==> config.mk <==
export PLATFORM = sky130hd
export DESIGN_NAME = i2c_wake_ctrl
export DESIGN_NICKNAME = d
export VERILOG_FILES = /design/src/rtl/i2c_wake_pkg.sv /design/src/rtl/i2c_wake_filt.sv /design/src/rtl/i2c_wake_cond.sv /design/src/rtl/i2c_wake_ctrl.sv
export SDC_FILE = /design/constraint.sdc
export NUM_CORES = 1
export LEC_CHECK = 0
export ABC_AREA = 0
export BUFFER_PORTS_ARGS = -buffer_cell sky130_fd_sc_hd__buf_2
export CAP_MARGIN = 0
export CORE_MARGIN = 2
export CORE_UTILIZATION = 47
export CTS_CLUSTER_SIZE = 40
export DETAILED_ROUTE_END_ITERATION = 6
export PLACE_DENSITY = 0.69
export SYNTH_ARGS = -nofsm -noshare
export SYNTH_HDL_FRONTEND = slang
export SYNTH_SLANG_ARGS = --single-unit
==> constraint.sdc <==
create_clock -name clk -period 2.4 [get_ports clk]
set_input_delay 0 -clock clk [delete_from_list [all_inputs] [get_ports clk]]
set_output_delay 0 -clock clk [all_outputs]
set_load 0.005 [all_outputs]
==> src/rtl/i2c_wake_pkg.sv <==
package i2c_wake_pkg;

    typedef enum logic [2:0] {
        ST_IDLE,
        ST_WAIT_CLK,
        ST_RX_ADDR,
        ST_ACK,
        ST_HOLD_WAKE,
        ST_RELEASE,
        ST_DONE
    } wk_state_e;

    localparam int ADDR_BITS  = 7;
    localparam int FRAME_BITS = ADDR_BITS + 1;
    localparam int CNT_W      = $clog2(FRAME_BITS + 1);

    typedef struct packed {
        wk_state_e              st;
        logic [FRAME_BITS-1:0]  sh;
        logic [CNT_W-1:0]       cnt;
        logic                   ack_drv;
        logic                   req;
        logic                   flag;
    } wk_regs_t;

endpackage

==> src/rtl/i2c_wake_filt.sv <==
module i2c_wake_filt #(
    parameter int FILT_LEN = 3
) (
    input  logic clk,
    input  logic rst_n,
    input  logic raw,
    output logic clean
);
    localparam int CW = $clog2(FILT_LEN + 1);

    logic [1:0]    sync_d, sync_q;
    logic [CW-1:0] cnt_d, cnt_q;
    logic          out_d, out_q;

    always_comb begin
        sync_d = {sync_q[0], raw};
        cnt_d  = '0;
        out_d  = out_q;
        if (sync_q[1] != out_q) begin
            if (cnt_q == CW'(FILT_LEN - 1)) begin
                out_d = sync_q[1];
            end else begin
                cnt_d = cnt_q + 1'b1;
            end
        end
    end

    always_ff @(posedge clk or negedge rst_n) begin
        if (!rst_n) begin
            sync_q <= 2'b11;
            cnt_q  <= '0;
            out_q  <= 1'b1;
        end else begin
            sync_q <= sync_d;
            cnt_q  <= cnt_d;
            out_q  <= out_d;
        end
    end

    assign clean = out_q;
endmodule

==> src/rtl/i2c_wake_cond.sv <==
module i2c_wake_cond (
    input  logic clk,
    input  logic rst_n,
    input  logic scl,
    input  logic sda,
    output logic start,
    output logic stop,
    output logic scl_rise,
    output logic scl_fall
);
    logic scl_d, scl_q;
    logic sda_d, sda_q;

    always_comb begin
        scl_d = scl;
        sda_d = sda;
    end

    always_ff @(posedge clk or negedge rst_n) begin
        if (!rst_n) begin
            scl_q <= 1'b1;
            sda_q <= 1'b1;
        end else begin
            scl_q <= scl_d;
            sda_q <= sda_d;
        end
    end

    assign start    = scl & scl_q & sda_q & ~sda;
    assign stop     = scl & scl_q & ~sda_q & sda;
    assign scl_rise = scl & ~scl_q;
    assign scl_fall = ~scl & scl_q;
endmodule

==> src/rtl/i2c_wake_ctrl.sv <==
module i2c_wake_ctrl #(
    parameter int FILT_LEN = 3
) (
    input  logic       clk,
    input  logic       rst_n,
    input  logic       scl_i,
    input  logic       sda_i,
    output logic       scl_oe,
    output logic       sda_oe,
    output logic       clk_req,
    input  logic       clk_rdy,
    input  logic [6:0] own_addr,
    input  logic       gc_en,
    output logic       wake_o,
    input  logic       flag_clr
);
    import i2c_wake_pkg::*;

    logic [1:0] line_raw;
    logic [1:0] line_clean;

    assign line_raw = {sda_i, scl_i};

    for (genvar g = 0; g < 2; g++) begin : g_line
        i2c_wake_filt #(.FILT_LEN(FILT_LEN)) u_filt (
            .clk   (clk),
            .rst_n (rst_n),
            .raw   (line_raw[g]),
            .clean (line_clean[g])
        );
    end

    logic start, stop, scl_rise, scl_fall;

    i2c_wake_cond u_cond (
        .clk      (clk),
        .rst_n    (rst_n),
        .scl      (line_clean[0]),
        .sda      (line_clean[1]),
        .start    (start),
        .stop     (stop),
        .scl_rise (scl_rise),
        .scl_fall (scl_fall)
    );

    wk_regs_t              r_d, r_q;
    logic [FRAME_BITS-1:0] sh_nx;
    logic [ADDR_BITS-1:0]  rx_addr;
    logic                  hit;

    always_comb begin
        sh_nx   = {r_q.sh[FRAME_BITS-2:0], line_clean[1]};
        rx_addr = sh_nx[FRAME_BITS-1:1];
        hit     = (rx_addr == '0) ? gc_en : (rx_addr == own_addr);
    end

    always_comb begin
        r_d = r_q;
        if (flag_clr) begin
            r_d.flag = 1'b0;
        end
        unique case (r_q.st)
            ST_IDLE: ;
            ST_WAIT_CLK: begin
                if (clk_rdy) begin
                    r_d.st  = ST_RX_ADDR;
                    r_d.cnt = '0;
                end
            end
            ST_RX_ADDR: begin
                if (scl_rise) begin
                    r_d.sh  = sh_nx;
                    r_d.cnt = r_q.cnt + 1'b1;
                    if (r_q.cnt == CNT_W'(FRAME_BITS - 1)) begin
                        if (hit) begin
                            r_d.st      = ST_ACK;
                            r_d.ack_drv = 1'b0;
                            r_d.flag    = 1'b1;
                        end else begin
                            r_d.st  = ST_DONE;
                            r_d.req = 1'b0;
                        end
                    end
                end
            end
            ST_ACK: begin
                if (scl_fall) begin
                    if (!r_q.ack_drv) begin
                        r_d.ack_drv = 1'b1;
                    end else begin
                        r_d.ack_drv = 1'b0;
                        r_d.st      = ST_HOLD_WAKE;
                    end
                end
            end
            ST_HOLD_WAKE: begin
                if (flag_clr) begin
                    r_d.st = ST_RELEASE;
                end
            end
            ST_RELEASE: r_d.st = ST_DONE;
            ST_DONE: ;
            default: r_d.st = ST_IDLE;
        endcase
        if (start) begin
            r_d.st      = ST_WAIT_CLK;
            r_d.req     = 1'b1;
            r_d.cnt     = '0;
            r_d.ack_drv = 1'b0;
        end else if (stop) begin
            r_d.st      = ST_IDLE;
            r_d.req     = 1'b0;
            r_d.ack_drv = 1'b0;
        end
    end

    always_ff @(posedge clk or negedge rst_n) begin
        if (!rst_n) begin
            r_q <= '{st: ST_IDLE, sh: '0, cnt: '0, ack_drv: 1'b0, req: 1'b0, flag: 1'b0};
        end else begin
            r_q <= r_d;
        end
    end

    assign scl_oe  = (r_q.st == ST_WAIT_CLK) || (r_q.st == ST_HOLD_WAKE);
    assign sda_oe  = (r_q.st == ST_ACK) && r_q.ack_drv;
    assign clk_req = r_q.req;
    assign wake_o  = r_q.flag;
endmodule

==> results.md, run 1 <==
- Cells after synthesis: 149
- Post CTS Setup Buffer Count: 0
- CTS tree: yes
- CTS Sinks: 29
- Die Ht: 60.1 um
- Final hold viol count: 0
- Tightest Pin Transition: 0.635 ns
- Synth Net Count: 166
- Vias in the first global route: 1158
- Max-cap viol count: 0
- Synth warnings: 0
- Post-synthesis register bit count: 29
- Initial Utilization: 48.8%
- Critical path startpoint category: flop
- Die width: 60.1 um
- Clock-pin slew on the worst setup and hold paths: 0.09 ns
- CP Class: reg -> reg
- Drc violations: 0
- Die area: 3610 sq um
- Final setup viols: 0
- Remaining Overflow, GRT: 0
- Synth cell types: 41
- Ports: 18
- Worst-path maximum fanout: 5
- Wire length on met1: 1.30 mm
- First-pass GRT wire length: 4.92 mm
- Iter 0 DRT Violations: 48
- Maximum clock path buffer count: 2
- WP data arrival: 2.55 ns
- Register area: 736 sq um
- Slew Viols, Final: 0
- WL/cell: 12.7 um
- Diodes inserted: 0
- Most common cell after layout, fill and taps aside: nand2_1
- Outcome: finished, final reports clean
- Slew margin rel.: 57.7%
- Final Net Count: 192
- Yosys top cell area share: 35.6%
- Post-detail-place hpwl: 2.08 mm
- R2r setup slk: 0.13 ns
- Via count: 1186
- Clk_lat worst skew: 0.33 ns
- Core area: 3030 sq um
- Hold WC Path Type: in -> reg
- Layout cell share with drive strength beyond 1: 22.7%
- Multi-input logic area: 696 sq um
- Initial antenna violation count: 0
- Fillers: 269
- Power Density: 987 nW/um^2
- Peak supply drop: 0.408 mV
- All-Layer GR Usage: 18.6%
- CP Data Required Time: 2.68 ns
- Final weighted congestion in routability-driven placement: 0.829
- Minimum clock period: 2.27 ns
- Fmax achieved: 440 MHz
- Final TNS setup: 0 ns
- Worst Setup End Kind: flop
- Detail Route Antenna Nets: 0
- Synth area leader: dfrtp_1
- Port buffer count: 17
- WL final: 2.79 mm
- Hold buffers post-CTS: 4
- Rows: 20
- Dominant synthesized flop cell: dfrtp_1
- Share of synthesized registers carrying an async set or reset: 100%
- Largest net degree at the start of global routing: 30
- H-tree levels: 2
- Largest cells by area after synthesis: dfrtp_1, dfstp_2, nand2_1
- RSZ-0062 raised after global routing: no
- Via-to-Cell Ratio: 5.39
- Area Growth Syn to Fin: 17.6%
- Top Layer Used: met4
- Most frequent cells in the layout: nand2_1, dfrtp_1, buf_2, xnor2_1, dfstp_2
- Fin crit share: 94.7%
- Clock Root Buffer: clkbuf_4
- Mapped Avg Cell Area: 9.92 sq um
- Detailed Routing Iterations Pass 1: 5
- Post-CTS Resized: 0
- P_leak: 0.800 nW
- Post-synthesis sequential area ratio: 49.8%
- Setup Skew: 0.00604 ns
- Post-synth EDFFs: 0
- Length of routed met2 wiring: 1.30 mm
- Met3 Wirelength: 136 um
- TritonCTS Buffers: 5
- Synthesized area: 1480 sq um
- Hold slack: 0.0834 ns
-- sequential cells by signal, summed over array words and instances, names as in the netlist --
name                  count
g_line.u_filt.clean       2
clk_req                   1
u_cond.sda_q              1
u_cond.scl_q              1
r_q                      15
wake_o                    1
g_line.u_filt.sync_q      4
g_line.u_filt.cnt_q       4
-- where the power goes --
part,switching [mW],internal [mW]
Combinational,0.276,0.262
Sequential,0.128,0.633
Clock,0.168,0.249
Total,0.572,1.14
-- stage by stage --
step / setup WS, ns / power (mW) / utilization, % / cells / instance area [sq um]
detailed placement: 0.132 / 1.31 / 53.3 / 208 / 1610
CTS: 0.114 / 1.73 / 57.4 / 220 / 1740
floorplan: 0.251 / 1.17 / - / 149 / 1480
global route: 0.0248 / 1.84 / 57.4 / 220 / 1740
global placement: 0.210 / 1.28 / 53.3 / 208 / 1610
finish: 0.128 / 1.72 / 57.4 / 220 / 1740
-- worst max-delay path, cell delays in order (launching register included) --
cell and delay (ns):
dfrtp_1 0.42, or4_1 0.54, or4_1 0.53, or3_1 0.41, a31oi_1 0.17, mux2_2 0.16
-- cell usage after synthesis (2+ instances only) --
| cell | instances |
|---|---|
| o21ai_0 | 7 |
| mux2_2 | 4 |
| dfstp_2 | 8 |
| mux2i_1 | 3 |
| ha_1 | 3 |
| clkbuf_1 | 3 |
| nor2_1 | 6 |
| nand2b_1 | 2 |
| nand2_1 | 28 |
| nor2b_1 | 4 |
| inv_1 | 5 |
| nor3b_1 | 3 |
| a31oi_1 | 3 |
| a21oi_1 | 3 |
| xnor2_1 | 10 |
| nand3_1 | 5 |
| o31ai_1 | 2 |
| or3_1 | 2 |
| and3_1 | 2 |
| nor3_1 | 3 |
| or4_1 | 2 |
| o211ai_1 | 2 |
| dfrtp_1 | 21 |
-- worst paths after layout --
path	depth (start not counted)	end	from
max	5	r_q[17]	r_q[10]
min	3	wake_o	gc_en
max reg2reg	5	r_q[17]	r_q[10]
min reg2reg	0	g_line[1].u_filt.sync_q[1]	g_line[1].u_filt.sync_q[0]
max in group asynchronous	2	r_q[5]	rst_n
min in group asynchronous	2	r_q[17]	rst_n
-- cell type report --
type                            instances  share of cell area [%]
Clock buffer                            7                    3.17
Clock inverter                          1                    1.73
Timing Repair Buffer                   24                    8.50
Tap cell                               44                    3.17
Multi-Input combinational cell        110                    40.0
Inverter                                5                    1.08
Sequential cell                        29                    42.3
-- layer usage --
layer,up-vias,GRT usage (%)
li1,578,-
met1,573,23.1
met2,28,28.9
met3,7,7.36
met4,0,7.62
met5,-,0
-- cell families after synthesis --
| kind of cell | share of synthesized area, % |
|---|---|
| adders and majority gates | 2.54 |
| buffers and inverters | 3.13 |
| xor gates and xnor gates | 6.52 |
| and+or+nand+nor | 21.8 |
| AOI/OAI and AO/OA | 11.2 |
| DFF | 49.8 |
| muxes | 5.08 |
(Power assumes the default switching activity.)
==> run 2: changes to the inputs <==
- CELL_PAD_IN_SITES_DETAIL_PLACEMENT: default -> 2
- CELL_PAD_IN_SITES_GLOBAL_PLACEMENT: default -> 2
- CORE_UTILIZATION: 47 -> 36
- PLACE_DENSITY: 0.69 -> 0.8
==> run 2 against run 1 <==
Against the previous run:
- global-route usage up 2.5 points
- via count is 2.6% higher
- critical path type unchanged
- routed wire length up 48%
- critical endpoint is now r_q[2]
==> results.md, run 2 (synthesis results as in run 1) <==
- Outcome: finished, final reports clean
- Clk pwr share: 28.3%
- First-pass GRT wire length: 6.87 mm
- P_leak: 0.822 nW
- WP data arrival: 2.48 ns
- Post-detail-place hpwl: 3.10 mm
- Max reg flops: 15
- Port buffer count: 17
- Minimum clock period: 2.27 ns
- Most flops, register: r_q
- Hold WC Path Type: in -> reg
- Cell total after placement: 216
- Layout Cells excl Fill: 228
- CTS Sinks: 29
- Clk_lat worst skew: 0.29 ns
- Net Sw Frac: 34.4%
- Power Density: 1070 nW/um^2
- RSZ-0062 raised after global routing: no
- FF-to-FF path depth: 5
- Via-to-Cell Ratio: 5.34
- Die area: 4630 sq um
- Hold slack: 0.168 ns
- Via count: 1217
- Setup Skew: 0.00264 ns
- Dpl ws: 0.0638 ns
- Post CTS Setup Buffer Count: 0
- Maximum clock path buffer count: 2
- Ports: 18
- Final Net Count: 194
- Peak supply drop: 0.582 mV
- Setup WS post-layout: 0.134 ns
- Die Ht: 68.1 um
- Final setup viols: 0
- CP Class: reg -> reg
- Initial antenna violation count: 0
- Worst-path maximum fanout: 5
- Core area: 3970 sq um
- Largest regs: r_q x15, g_line.u_filt.cnt_q x4, g_line.u_filt.sync_q x4
- Die width: 68.1 um
- Remaining Overflow, GRT: 0
- Area Growth Syn to Fin: 21.8%
- Iter 0 DRT Violations: 78
- CP Data Required Time: 2.62 ns
- Initial Utilization: 37.2%
- Final weighted congestion in routability-driven placement: 0.799
- Clock Root Buffer: clkbuf_8
- DP Area: 1640 sq um
- Drc violations: 0
- Fmax achieved: 441 MHz
- Worst Setup End Kind: flop
- Tightest Pin Transition: 0.699 ns
- Rows: 23
- TritonCTS Buffers: 5
- Detailed Routing Iterations Pass 1: 4
- Max-cap viol count: 0
- Vias in the first global route: 1353
- Slew margin rel.: 53.1%
- CTS tree: yes
- Hold Path Depth: 3
- H-tree levels: 2
- Detail Route Antenna Nets: 0
- All-Layer GR Usage: 21.1%
- Fin crit share: 94.4%
- Slew Viols, Final: 0
- Final Cell Area: 1800 sq um
- Comb pwr share: 32.0%
- Diodes inserted: 0
- WL/cell: 18.1 um
- Largest net degree at the start of global routing: 30
- Final hold viol count: 0
- Most common cell after layout, fill and taps aside: nand2_1
- Layout cell share with drive strength beyond 1: 24.7%
- Power Internal: 1.26 mW
- Switching pwr: 0.662 mW
- WL final: 4.13 mm
- Most frequent cells in the layout: nand2_1, dfrtp_1, buf_2, xnor2_1, dfstp_2
- Clock-pin slew on the worst setup and hold paths: 0.07 ns
- Final TNS setup: 0 ns
- Seq pwr share: 39.7%
- Critical path startpoint category: flop
[run 2: timing repair]
action | 4_1_cts | 5_1_grt
hold buffers | 4 | 0
setup endpoints to repair | 0 | 1
hold endpoints to repair | 24 | 0
gates resized for setup | 0 | 1
[run 2: power by group through the flow]
| stage | clock network (mW) | logic [mW] | registers (mW) |
|---|---|---|---|
| global route | 0.579 | 0.690 | 0.789 |
| finish | 0.544 | 0.615 | 0.764 |
| global placement | 0 | 0.566 | 0.753 |
| floorplan | 0 | 0.433 | 0.735 |
| detailed placement | 0 | 0.611 | 0.773 |
| CTS | 0.547 | 0.618 | 0.766 |
[run 2: metrics by stage]
| step | utilization [%] | total power, mW |
|---|---|---|
| final | 45.3 | 1.92 |
| after global routing | 45.3 | 2.06 |
| after CTS | 45.2 | 1.93 |
| after detailed placement | 41.2 | 1.38 |
| after global placement | 41.2 | 1.32 |
| after floorplan | - | 1.17 |
[run 2: area by class of cell]
cell class | count | area [sq um]
flip-flops and latches | 29 | 736
multi-input cells | 110 | 699
well taps | 50 | 62.6
clock inverters | 2 | 37.5
inverters | 5 | 18.8
fillers | 443 | 2170
clock buffers | 6 | 82.6
repair buffers | 26 | 163
[run 2: routing by layer]
layer | part of all wire [%] | vias up | global-route usage (%) | wire (um)
li1 | - | 577 | - | -
met3 | 2.7 | 8 | 4.93 | 112
met4 | 1.5 | 0 | 7.50 | 61
met2 | 55 | 16 | 37.4 | 2280
met1 | 41 | 616 | 24.7 | 1680
met5 | 0 | - | 0 | 0
[run 2: critical path, cell delays in order (launching register included)]
cell and delay (ns):
dfrtp_1 0.43, or4_1 0.58, or4_4 0.48, o41a_1 0.39, o21ai_1 0.12, mux2i_1 0.20
[run 2: worst paths after layout]
kind	startpoint	to	slack, ns
min in group asynchronous	rst_n	r_q[3]	0.27
worst min-delay path	gc_en	clk_req	0.17
worst max register to register	r_q[10]	r_q[2]	0.13
worst max-delay path	r_q[10]	r_q[2]	0.13
worst min register to register	g_line[0].u_filt.sync_q[0]	g_line[0].u_filt.sync_q[1]	0.36
max in group asynchronous	rst_n	r_q[16]	1.70
